===== config.mk =====
export PLATFORM = sky130hd
export DESIGN_NAME = csr_bank
export DESIGN_NICKNAME = d
export VERILOG_FILES = /design/src/rtl/csrb_pkg.sv /design/src/rtl/csrb_size_mask.sv /design/src/rtl/csrb_decode.sv /design/src/rtl/csrb_cell.sv /design/src/rtl/csr_bank.sv
export SDC_FILE = /design/constraint.sdc
export NUM_CORES = 1
export LEC_CHECK = 0
export BUFFER_PORTS_ARGS = -buffer_cell sky130_fd_sc_hd__buf_2
export CORE_ASPECT_RATIO = 1.5
export CORE_MARGIN = 8
export CORE_UTILIZATION = 46
export CTS_CLUSTER_SIZE = 8
export DETAILED_ROUTE_END_ITERATION = 7
export PLACE_DENSITY = 0.76
export SKIP_CTS_REPAIR_TIMING = 1
export SLEW_MARGIN = 20
export SYNTH_ARGS = -nofsm -noshare
export SYNTH_HDL_FRONTEND = slang
export SYNTH_SLANG_ARGS = --single-unit

===== constraint.sdc =====
create_clock -name clk -period 1.6 [get_ports clk]
set_input_delay 0.16 -clock clk [delete_from_list [all_inputs] [get_ports clk]]
set_output_delay 0.16 -clock clk [all_outputs]
set_load 0.1 [all_outputs]

===== src/rtl/csrb_pkg.sv =====
package csrb_pkg;
  localparam int DEF_NREGS = 4;
  localparam int DEF_DW    = 32;

  // packed order: {reg3, reg2, reg1, reg0}
  localparam logic [DEF_NREGS-1:0][DEF_DW-1:0] DEF_RESET =
    {32'hC0DE_0000, 32'h0000_0000, 32'h0000_0000, 32'h0000_00A5};
  localparam logic [DEF_NREGS-1:0][DEF_DW-1:0] DEF_RO =
    {32'hFFFF_0000, 32'h0000_FFFF, 32'h0000_FF00, 32'h0000_0000};
  localparam logic [DEF_NREGS-1:0][DEF_DW-1:0] DEF_W1C =
    {32'h0000_0000, 32'h0000_0000, 32'h0000_00FF, 32'h0000_0000};
  localparam logic [DEF_NREGS-1:0][DEF_DW-1:0] DEF_COR =
    {32'h0000_0000, 32'h0000_FFFF, 32'h0000_0000, 32'h0000_0000};
  localparam logic [DEF_NREGS-1:0][DEF_DW-1:0] DEF_RSVD =
    {32'h0000_0000, 32'h0000_0000, 32'hF000_0000, 32'hFF00_0000};
  localparam logic [DEF_NREGS-1:0][DEF_DW-1:0] DEF_UNIMP =
    {32'h0000_F000, 32'h0000_0000, 32'h0000_0000, 32'h00F0_0000};
endpackage


===== src/rtl/csrb_size_mask.sv =====
module csrb_size_mask #(
  parameter int DATA_W = 32,
  parameter int SIZE_W = 3
) (
  input  logic [SIZE_W-1:0] size,
  output logic [DATA_W-1:0] en
);
  localparam int BYTES = DATA_W / 8;

  // byte lane b is enabled when the access spans more than b bytes
  for (genvar b = 0; b < BYTES; b++) begin : g_lane
    assign en[b*8 +: 8] = {8{32'(size) > b}};
  end
endmodule


===== src/rtl/csrb_decode.sv =====
module csrb_decode #(
  parameter int ADDR_W = 6,
  parameter int N_REGS = 4
) (
  input  logic [ADDR_W-1:0] addr,
  output logic [N_REGS-1:0] sel,
  output logic              hit
);
  localparam int IDX_W = ADDR_W - 2;

  logic [IDX_W-1:0] idx;
  assign idx = addr[ADDR_W-1:2];
  assign hit = (addr[1:0] == 2'b00) && (32'(idx) < N_REGS);

  for (genvar i = 0; i < N_REGS; i++) begin : g_sel
    assign sel[i] = hit && (32'(idx) == i);
  end
endmodule


===== src/rtl/csrb_cell.sv =====
module csrb_cell #(
  parameter int              DATA_W = 32,
  parameter logic [DATA_W-1:0] RST_V = '0,
  parameter logic [DATA_W-1:0] RO    = '0,
  parameter logic [DATA_W-1:0] W1C   = '0,
  parameter logic [DATA_W-1:0] COR   = '0,
  parameter logic [DATA_W-1:0] RSVD  = '0,
  parameter logic [DATA_W-1:0] UNIMP = '0
) (
  input  logic              clk,
  input  logic              rst,
  input  logic              wr_sel,
  input  logic              rd_sel,
  input  logic [DATA_W-1:0] wdata,
  input  logic [DATA_W-1:0] en,
  input  logic [DATA_W-1:0] set,
  output logic [DATA_W-1:0] q,
  output logic              rsvd_hit,
  output logic              unimp_hit
);
  logic [DATA_W-1:0] guard, merged, bus_next, nxt;

  always_comb begin
    guard    = RO | W1C | RSVD | ~en;
    merged   = (wdata & ~guard) | (q & guard);
    merged   = merged & ~(wdata & W1C);
    bus_next = q;
    if (wr_sel)      bus_next = merged;
    else if (rd_sel) bus_next = q & ~(COR & en);
    nxt = bus_next | set;
  end

  always_ff @(posedge clk) begin
    if (rst) q <= RST_V;
    else     q <= nxt;
  end

  assign rsvd_hit  = wr_sel && (|((q ^ wdata) & RSVD));
  assign unimp_hit = wr_sel && (|(wdata & UNIMP));

  p_idle_stable_r3: assert property (@(posedge clk) disable iff (rst)
    (!wr_sel && !rd_sel && set == '0) |=> $stable(q));
  p_guarded_bits_r3: assert property (@(posedge clk) disable iff (rst)
    (wr_sel && set == '0) |=> (((q ^ $past(q)) & (RO | RSVD)) == '0));
  p_w1c_clear_r5: assert property (@(posedge clk) disable iff (rst)
    (wr_sel && set == '0) |=> ((q & $past(wdata & W1C)) == '0));
  p_cor_clear_r6: assert property (@(posedge clk) disable iff (rst)
    (rd_sel && !wr_sel && set == '0) |=> ((q & COR & $past(en)) == '0));
  p_set_wins_r9: assert property (@(posedge clk) disable iff (rst)
    (set != '0) |=> ((q & $past(set)) == $past(set)));
endmodule


===== src/rtl/csr_bank.sv =====
module csr_bank
  import csrb_pkg::*;
#(
  parameter int N_REGS = DEF_NREGS,
  parameter int DATA_W = DEF_DW,
  parameter int ADDR_W = 6,
  parameter int SIZE_W = 3,
  parameter logic [N_REGS-1:0][DATA_W-1:0] RESET_V = DEF_RESET,
  parameter logic [N_REGS-1:0][DATA_W-1:0] RO_M    = DEF_RO,
  parameter logic [N_REGS-1:0][DATA_W-1:0] W1C_M   = DEF_W1C,
  parameter logic [N_REGS-1:0][DATA_W-1:0] COR_M   = DEF_COR,
  parameter logic [N_REGS-1:0][DATA_W-1:0] RSVD_M  = DEF_RSVD,
  parameter logic [N_REGS-1:0][DATA_W-1:0] UNIMP_M = DEF_UNIMP
) (
  input  logic                     clk,
  input  logic                     rst,
  input  logic [ADDR_W-1:0]        bus_addr,
  input  logic                     bus_wr,
  input  logic                     bus_rd,
  input  logic [DATA_W-1:0]        bus_wdata,
  input  logic [SIZE_W-1:0]        bus_size,
  output logic [DATA_W-1:0]        bus_rdata,
  input  logic [N_REGS*DATA_W-1:0] hw_set,
  output logic                     err_rsvd,
  output logic                     err_unimp,
  output logic                     err_undec
);
  logic [N_REGS-1:0]             sel, rsvd_v, unimp_v;
  logic                          hit, rd_only;
  logic [DATA_W-1:0]             en, rd_mux;
  logic [N_REGS-1:0][DATA_W-1:0] q_arr;

  csrb_decode #(.ADDR_W(ADDR_W), .N_REGS(N_REGS)) u_dec (
    .addr(bus_addr), .sel(sel), .hit(hit));

  csrb_size_mask #(.DATA_W(DATA_W), .SIZE_W(SIZE_W)) u_mask (
    .size(bus_size), .en(en));

  // a write takes precedence over a read in the same cycle
  assign rd_only = bus_rd && !bus_wr;

  for (genvar i = 0; i < N_REGS; i++) begin : g_reg
    csrb_cell #(
      .DATA_W(DATA_W), .RST_V(RESET_V[i]), .RO(RO_M[i]), .W1C(W1C_M[i]),
      .COR(COR_M[i]), .RSVD(RSVD_M[i]), .UNIMP(UNIMP_M[i])
    ) u_cell (
      .clk(clk), .rst(rst),
      .wr_sel(sel[i] && bus_wr), .rd_sel(sel[i] && rd_only),
      .wdata(bus_wdata), .en(en), .set(hw_set[i*DATA_W +: DATA_W]),
      .q(q_arr[i]), .rsvd_hit(rsvd_v[i]), .unimp_hit(unimp_v[i]));
  end

  always_comb begin
    rd_mux = '0;
    for (int k = 0; k < N_REGS; k++)
      if (sel[k]) rd_mux = rd_mux | q_arr[k];
  end

  always_ff @(posedge clk) begin
    if (rst)          bus_rdata <= '0;
    else if (rd_only) bus_rdata <= hit ? (rd_mux & en) : '0;
  end

  assign err_rsvd  = |rsvd_v;
  assign err_unimp = |unimp_v;
  assign err_undec = (bus_wr || bus_rd) && !hit;

  p_undec_read_zero_r2: assert property (@(posedge clk) disable iff (rst)
    (rd_only && !hit) |=> (bus_rdata == '0));
  p_sel_single_r2: assert property (@(posedge clk) disable iff (rst)
    $onehot0(sel));
  p_flag_needs_write_r7: assert property (@(posedge clk) disable iff (rst)
    (err_rsvd || err_unimp) |-> (bus_wr && hit));
  p_both_strobes_hold_r10: assert property (@(posedge clk) disable iff (rst)
    (bus_wr && bus_rd) |=> $stable(bus_rdata));
endmodule


* Word-level counts from Yosys, hierarchy flattened *
Index checks and enable logic that the tools add are counted.

operators by class
  add/sub/neg operators = 0
  multiply operators = 0
  divide/modulo/power cells = 0
  order comparisons = 5
  equal/unequal tests = 3
  shift operators = 0
  muxes and demuxes = 10
  bitwise gates (word level) = 31
  reduce and logical (&&, ||, !) cells = 27

operators with widths
  operator              count
  $and A32 B32 Y32      11
  $or A32 B32 Y32       11
  $mux W32              10
  $not A32 Y32          5
  $xor A32 B32 Y32      2
  $not A16 Y32          1
  $not A8 Y32           1
  $logic_and A1 B1 Y1   16
  $reduce_or A4 Y1      3
  $eq A4 B2 Y1 const B  2
  $reduce_or A8 Y1      1
  $gt A3 B1 Y1 const B  2
  $gt A3 B2 Y1 const B  2
  $eq A4 B1 Y1 const B  1
  $logic_not A4 Y1      1
  $lt A4 B3 Y1 const B  1
  $reduce_or A2 Y1      2
  $logic_not A1 Y1      2
  $logic_not A2 Y1      1
  $logic_or A1 B1 Y1    1

word-level totals
  register bits = 160
  bits in latches = 0
  RAM bits = 0
  ROM bits = 0
  input bits = 173
  output and inout bits = 35
  logic and storage cells = 81
  memories kept = 0

* Longest topological paths before layout *
  depth after elaboration = 12
  gate-level depth with buffers = 6
  gate-level depth less buffers = 4

* Modules after synthesis *
From an unflattened synthesis, not the netlist that was laid out.

unflattened totals
  cells, all modules = 771
  area, all modules = 7155.6 um^2

modules (own cells, without submodules)
  module                        instances  cells an instance  area each (um^2)  sequential area each (um^2)
  csr_bank                      1          198                1795.5            640.6
  csrb_cell at g_reg[2].u_cell  1          140                1341.3            640.6
  csrb_cell at g_reg[0].u_cell  1          148                1323.8            640.6
  csrb_cell at g_reg[1].u_cell  1          133                1266.2            640.6
  csrb_cell at g_reg[3].u_cell  1          114                1147.4            640.6
  csrb_size_mask                1          32                 235.2             0.0
  csrb_decode                   1          6                  46.3              0.0

* Worst setup path before layout *
Ideal clock, no wire load.

  path type = input -> output
  start = input port bus_addr[1]
  end = output port err_rsvd
  data arrival time = 3396 ps
  data required time = 1440 ps
  setup slack = -1956 ps
  cell stages on the path = 5
  path buffers = 1
  cell sequence = or4_4 nor3_4 buf_6 o21ai_0 a21boi_0

on the way
  word-level cells in the longest chain between the ends = 6
  elaborated cells on any way between the ends = 9
  classes of those cells = reduce/logical: 9

ends and longest elaborated chain
  item                     line               text
  start, declared          csr_bank.sv:17     input logic [ADDR_W-1:0] bus_addr,
  $logic_not A2 Y1 (*)     csrb_decode.sv:13  assign hit = (addr[1:0] == 2'b00) && (32'(idx) < N_REGS);
  $logic_and A1 B1 Y1 (*)  csrb_decode.sv:13
  $logic_and A1 B1 Y1      csrb_decode.sv:16  assign sel[i] = hit && (32'(idx) == i);
  $logic_and A1 B1 Y1      csr_bank.sv:48     .wr_sel(sel[i] && bus_wr), .rd_sel(sel[i] && rd_only),
  $logic_and A1 B1 Y1      csrb_cell.sv:38    assign rsvd_hit = wr_sel && (|((q ^ wdata) & RSVD));
  $reduce_or A2 Y1 (*)     csr_bank.sv:64     assign err_rsvd = |rsvd_v;
  end, declared            csr_bank.sv:24     output logic err_rsvd,

Mark *: on every way between the ends. The rest lies on a longest branch, timed or not.

* Worst setup path in the final report *
Ends and elaborated chain as after synthesis.

==> metrics.log <==
[metrics] worst setup slack before clock tree synthesis: -293 ps
[metrics] Critical Path Source: bus_addr[1]
[metrics] maximum clock insertion buffer count: 2
[metrics] Mapped Area: 6660 um^2
[metrics] shortest period the worst path allows: 1850 ps
[metrics] capturing element of the worst setup path: err_rsvd
[metrics] initial standard-cell utilization of the core: 46.3%
[metrics] number of cells after detailed placement: 1154
[metrics] final count of hold timing violations: 3
[metrics] most used flip-flop cell after synthesis: sky130_fd_sc_hd__dfxtp_1
[metrics] clock tree sinks: 160
[metrics] register bit total from synthesis: 160
[metrics] proportion of synthesized flip-flops having asynchronous set or reset: 0%
[metrics] total setup violations reported at the end of the flow: 2
[metrics] Setup Crit Path Kind: in -> out
[metrics] total via count after detailed routing: 6933
[metrics] area inside the core boundary: 14400 um^2
[metrics] number of nets in the layout: 1215
[metrics] number of design-rule violations left by the first detailed-router iteration: 402
[metrics] number of enable-type register cells in the synthesized netlist: 0
[metrics] kind of start point of the critical path: input pin
[metrics] Static Leak: 3.96 nW
[metrics] post-route fraction of the period consumed by the critical path: 116%
[metrics] post-synth net total: 926
[metrics] number of different library cells in the post-synthesis netlist: 43
[metrics] post-route insts no fill: 1253
[metrics] total stage count of the critical path: 6
[metrics] Cell Pwr Density: 996 nW/um^2
[metrics] count of final max-slew check failures: 0
[metrics] Post-Syn Instances: 753
[metrics] Detail Route Antenna Nets: 0
[metrics] full die area: 18700 um^2
[metrics] fraction of layout cells with a size suffix above 1: 29.2%
[metrics] outcome: finished, violations left
[metrics] DP Wirelength: 15.9 mm
[metrics] peak supply drop: 0.742 mV
[metrics] quantity of I/O buffers inserted on ports: 207
[metrics] Top-Level Pins: 208
[metrics] Chip Width: 114 um
[metrics] final setup TNS: -454 ps
[metrics] final wirelength: 22.5 mm
[metrics] cell types occupying the most area after synthesis: sky130_fd_sc_hd__dfxtp_1, sky130_fd_sc_hd__a221oi_1, sky130_fd_sc_hd__nor2_1
[metrics] RR Startpoint: bus_rdata[31]
[metrics] worst path setup slack after routing: -251 ps
[metrics] routed length per placed instance: 17.9 um
[metrics] share of the synthesized area in the top cell type: 48.1%
[metrics] crit path cell chain: buf_6 > or4_4 > nor3_4 > o21ai_1 > a21boi_4 > buf_12
[metrics] worst slew margin relative to its limit: 62.4%
[metrics] CTS tree: yes
[metrics] violations in the final reports: negative hold slack, negative setup slack
[metrics] clock latency at the later pin of the worst-skew pair: 410 ps
[metrics] global-route total usage across every layer: 23.1%
[metrics] hold crit path type: in -> reg
[metrics] Inserted Clock Buffers: 17
[metrics] Filler Cell Count: 1160
[metrics] transition time at the pin with the least slew margin: 556 ps
[metrics] first-pass GRT wire length: 33.9 mm
[metrics] post-layout utilization of the core: 65.9%
[metrics] DRC violation count after routing: 0
[metrics] largest area contributor in the synthesized netlist: sky130_fd_sc_hd__dfxtp_1
[metrics] CP Buf/Inv Count: 2
[metrics] number of global-route vias before repair: 6755
[metrics] logic depth of the worst register-to-register path: 3
[metrics] # rows: 54
[metrics] Yosys warning count: 0
[metrics] arrival time of the worst setup path: 1690 ps
[metrics] register area share after synthesis: 48.1%
[metrics] Synth-to-Final Area Change: 42.3%
[metrics] antenna violations before repair: 3
[metrics] RSZ-0062 raised after global routing: yes
[metrics] mean instance size in the synthesized netlist: 8.85 um^2
[metrics] worst reg2reg path endpoint: bus_rdata[31]
[metrics] type of element capturing the critical path: output pin
[metrics] Worst EP required: 1440 ps
[metrics] average vias per placed instance: 5.53
[metrics] total number of H-tree levels: 4
[metrics] RePlAce Congestion: 0.830
[metrics] Max stage delay on crit path: 570 ps
[metrics] final hold slack: -34.7 ps
[metrics] top cell family by delay on the critical path: simple AND/OR/NAND/NOR gates
[metrics] r2r setup slk: 540 ps
[metrics] maximum net fanout on the critical path: 5
[metrics] height of the die: 163 um
[metrics] cell area after layout: 9480 um^2
[metrics] Remaining Overflow, GRT: 0
[metrics] Final Skew: 10.3 ps
[metrics] max-cap check violation count: 0
[metrics] f_max: 0.540 GHz
[metrics] largest net degree at the start of global routing: 80
[metrics] placed cell areas: 8170 um^2
[metrics] clock root buffer: sky130_fd_sc_hd__clkbuf_16
[metrics] clock transition at the registers of the reported paths: 60 ps
[metrics] drt first pass iters: 5
[metrics] Critical Path Slowest Stage Cell: sky130_fd_sc_hd__or4_4
[worst register-to-register path, cell delays in order (launching register included)]
cell and delay, ps:
sky130_fd_sc_hd__dfxtp_1 380, sky130_fd_sc_hd__and2_1 140, sky130_fd_sc_hd__a221oi_1 50, sky130_fd_sc_hd__a221oi_1 370
[Yosys cell counts (3+ instances only)]
master,n
sky130_fd_sc_hd__a31oi_1,8
sky130_fd_sc_hd__a211oi_1,36
sky130_fd_sc_hd__inv_1,12
sky130_fd_sc_hd__nand2_1,58
sky130_fd_sc_hd__a22oi_1,28
sky130_fd_sc_hd__xnor2_1,8
sky130_fd_sc_hd__a22oi_2,4
sky130_fd_sc_hd__nand4_1,10
sky130_fd_sc_hd__dfxtp_1,160
sky130_fd_sc_hd__a221oi_1,64
sky130_fd_sc_hd__nor2_1,124
sky130_fd_sc_hd__buf_6,4
sky130_fd_sc_hd__a311oi_1,8
sky130_fd_sc_hd__a21oi_1,50
sky130_fd_sc_hd__xor2_1,4
sky130_fd_sc_hd__o41ai_1,3
sky130_fd_sc_hd__buf_2,12
sky130_fd_sc_hd__clkbuf_1,28
sky130_fd_sc_hd__nor2b_1,3
sky130_fd_sc_hd__nor3_1,51
sky130_fd_sc_hd__mux2i_1,8
sky130_fd_sc_hd__and2_1,33
sky130_fd_sc_hd__or3_1,9
sky130_fd_sc_hd__clkbuf_8,4
[cell type report]
class	instances	area [um^2]	area share (%)
clock buffer	18	429	4.53
timing repair buffer	323	2200	23.2
tap	196	245	2.59
antenna	2	5.00	0.0528
clock inverter	14	180	1.90
multi-input combinational	528	3170	33.5
sequential	160	3200	33.8
inverter	12	45.0	0.475
[layer usage]
metal  track usage [%]  vias to the layer above  part of all wire (%)
li1                  -                     3357                     -
met1              25.0                     3230                    38
met2              40.4                      273                    52
met3              5.33                       71                   5.9
met4              12.9                        2                   4.2
met5                 0                        -                 0.058
[state kept, by name, summed over array words and instances (netlist names)]
| signal | count |
|---|---|
| g.u_cell.q | 128 |
| bus_rdata | 32 |
[power by group]
group	total [W]	switching [W]	internal, W	leakage [nW]
combinational	0.000931	0.000459	0.000473	2.35
sequential	0.00432	0.000127	0.00420	1.33
clock	0.00419	0.00170	0.00248	0.285
[cells in the final DEF (no fill, tap or decap), types with 8 or more instances in the layout]
| cell | count |
|---|---|
| sky130_fd_sc_hd__a31oi_1 | 8 |
| sky130_fd_sc_hd__a311oi_1 | 8 |
| sky130_fd_sc_hd__nand2_1 | 58 |
| sky130_fd_sc_hd__buf_4 | 46 |
| sky130_fd_sc_hd__buf_12 | 9 |
| sky130_fd_sc_hd__dfxtp_1 | 160 |
| sky130_fd_sc_hd__a221oi_1 | 63 |
| sky130_fd_sc_hd__a21oi_1 | 50 |
| sky130_fd_sc_hd__nor3_1 | 51 |
| sky130_fd_sc_hd__a211oi_1 | 36 |
| sky130_fd_sc_hd__or3_1 | 9 |
| sky130_fd_sc_hd__clkbuf_16 | 17 |
| sky130_fd_sc_hd__and2_1 | 32 |
| sky130_fd_sc_hd__inv_1 | 12 |
| sky130_fd_sc_hd__buf_2 | 202 |
| sky130_fd_sc_hd__a22oi_1 | 28 |
| sky130_fd_sc_hd__nor2_1 | 123 |
| sky130_fd_sc_hd__xnor2_1 | 8 |
| sky130_fd_sc_hd__mux2i_1 | 8 |
| sky130_fd_sc_hd__dlygate4sd3_1 | 64 |
| sky130_fd_sc_hd__nand4_1 | 10 |
[how the worst min path moves through the flow]
stage / endpoint / slack (ps) / start / depth (start not counted)
CTS: g_reg[0].u_cell.q[5] / -90 / hw_set[5] / 3
finish: g_reg[1].u_cell.q[29] / -30 / hw_set[61] / 3
global route: g_reg[1].u_cell.q[28] / -0.4 / hw_set[60] / 3
detailed placement: g_reg[0].u_cell.q[5] / 340 / hw_set[5] / 3
floorplan: g_reg[0].u_cell.q[0] / 250 / hw_set[0] / 2
global placement: g_reg[0].u_cell.q[5] / 340 / hw_set[5] / 3
[logic make-up (layout without fill, tap and decap cells)]
kind of cell           after synthesis  count (layout)  share of synthesized area (%)
other                                0               2                              0
AO/OA/AOI/OAI                      208             208                           23.1
flip-flops                         160             160                           48.1
buffers and inverters               65             367                           5.24
AND/OR/NAND/NOR                    300             300                           20.9
XOR/XNOR                            12              12                           1.58
multiplexers                         8               8                           1.20
[per-stage QoR]
stage,power (W),hold WS (ps)
finish,0.00944,-34.7
global route,0.00979,-0.443
CTS,0.00936,-94.9
detailed placement,0.00519,343
global placement,0.00518,341
floorplan,0.00476,252
No activity file was read; power rests on OpenSTA's default activity.
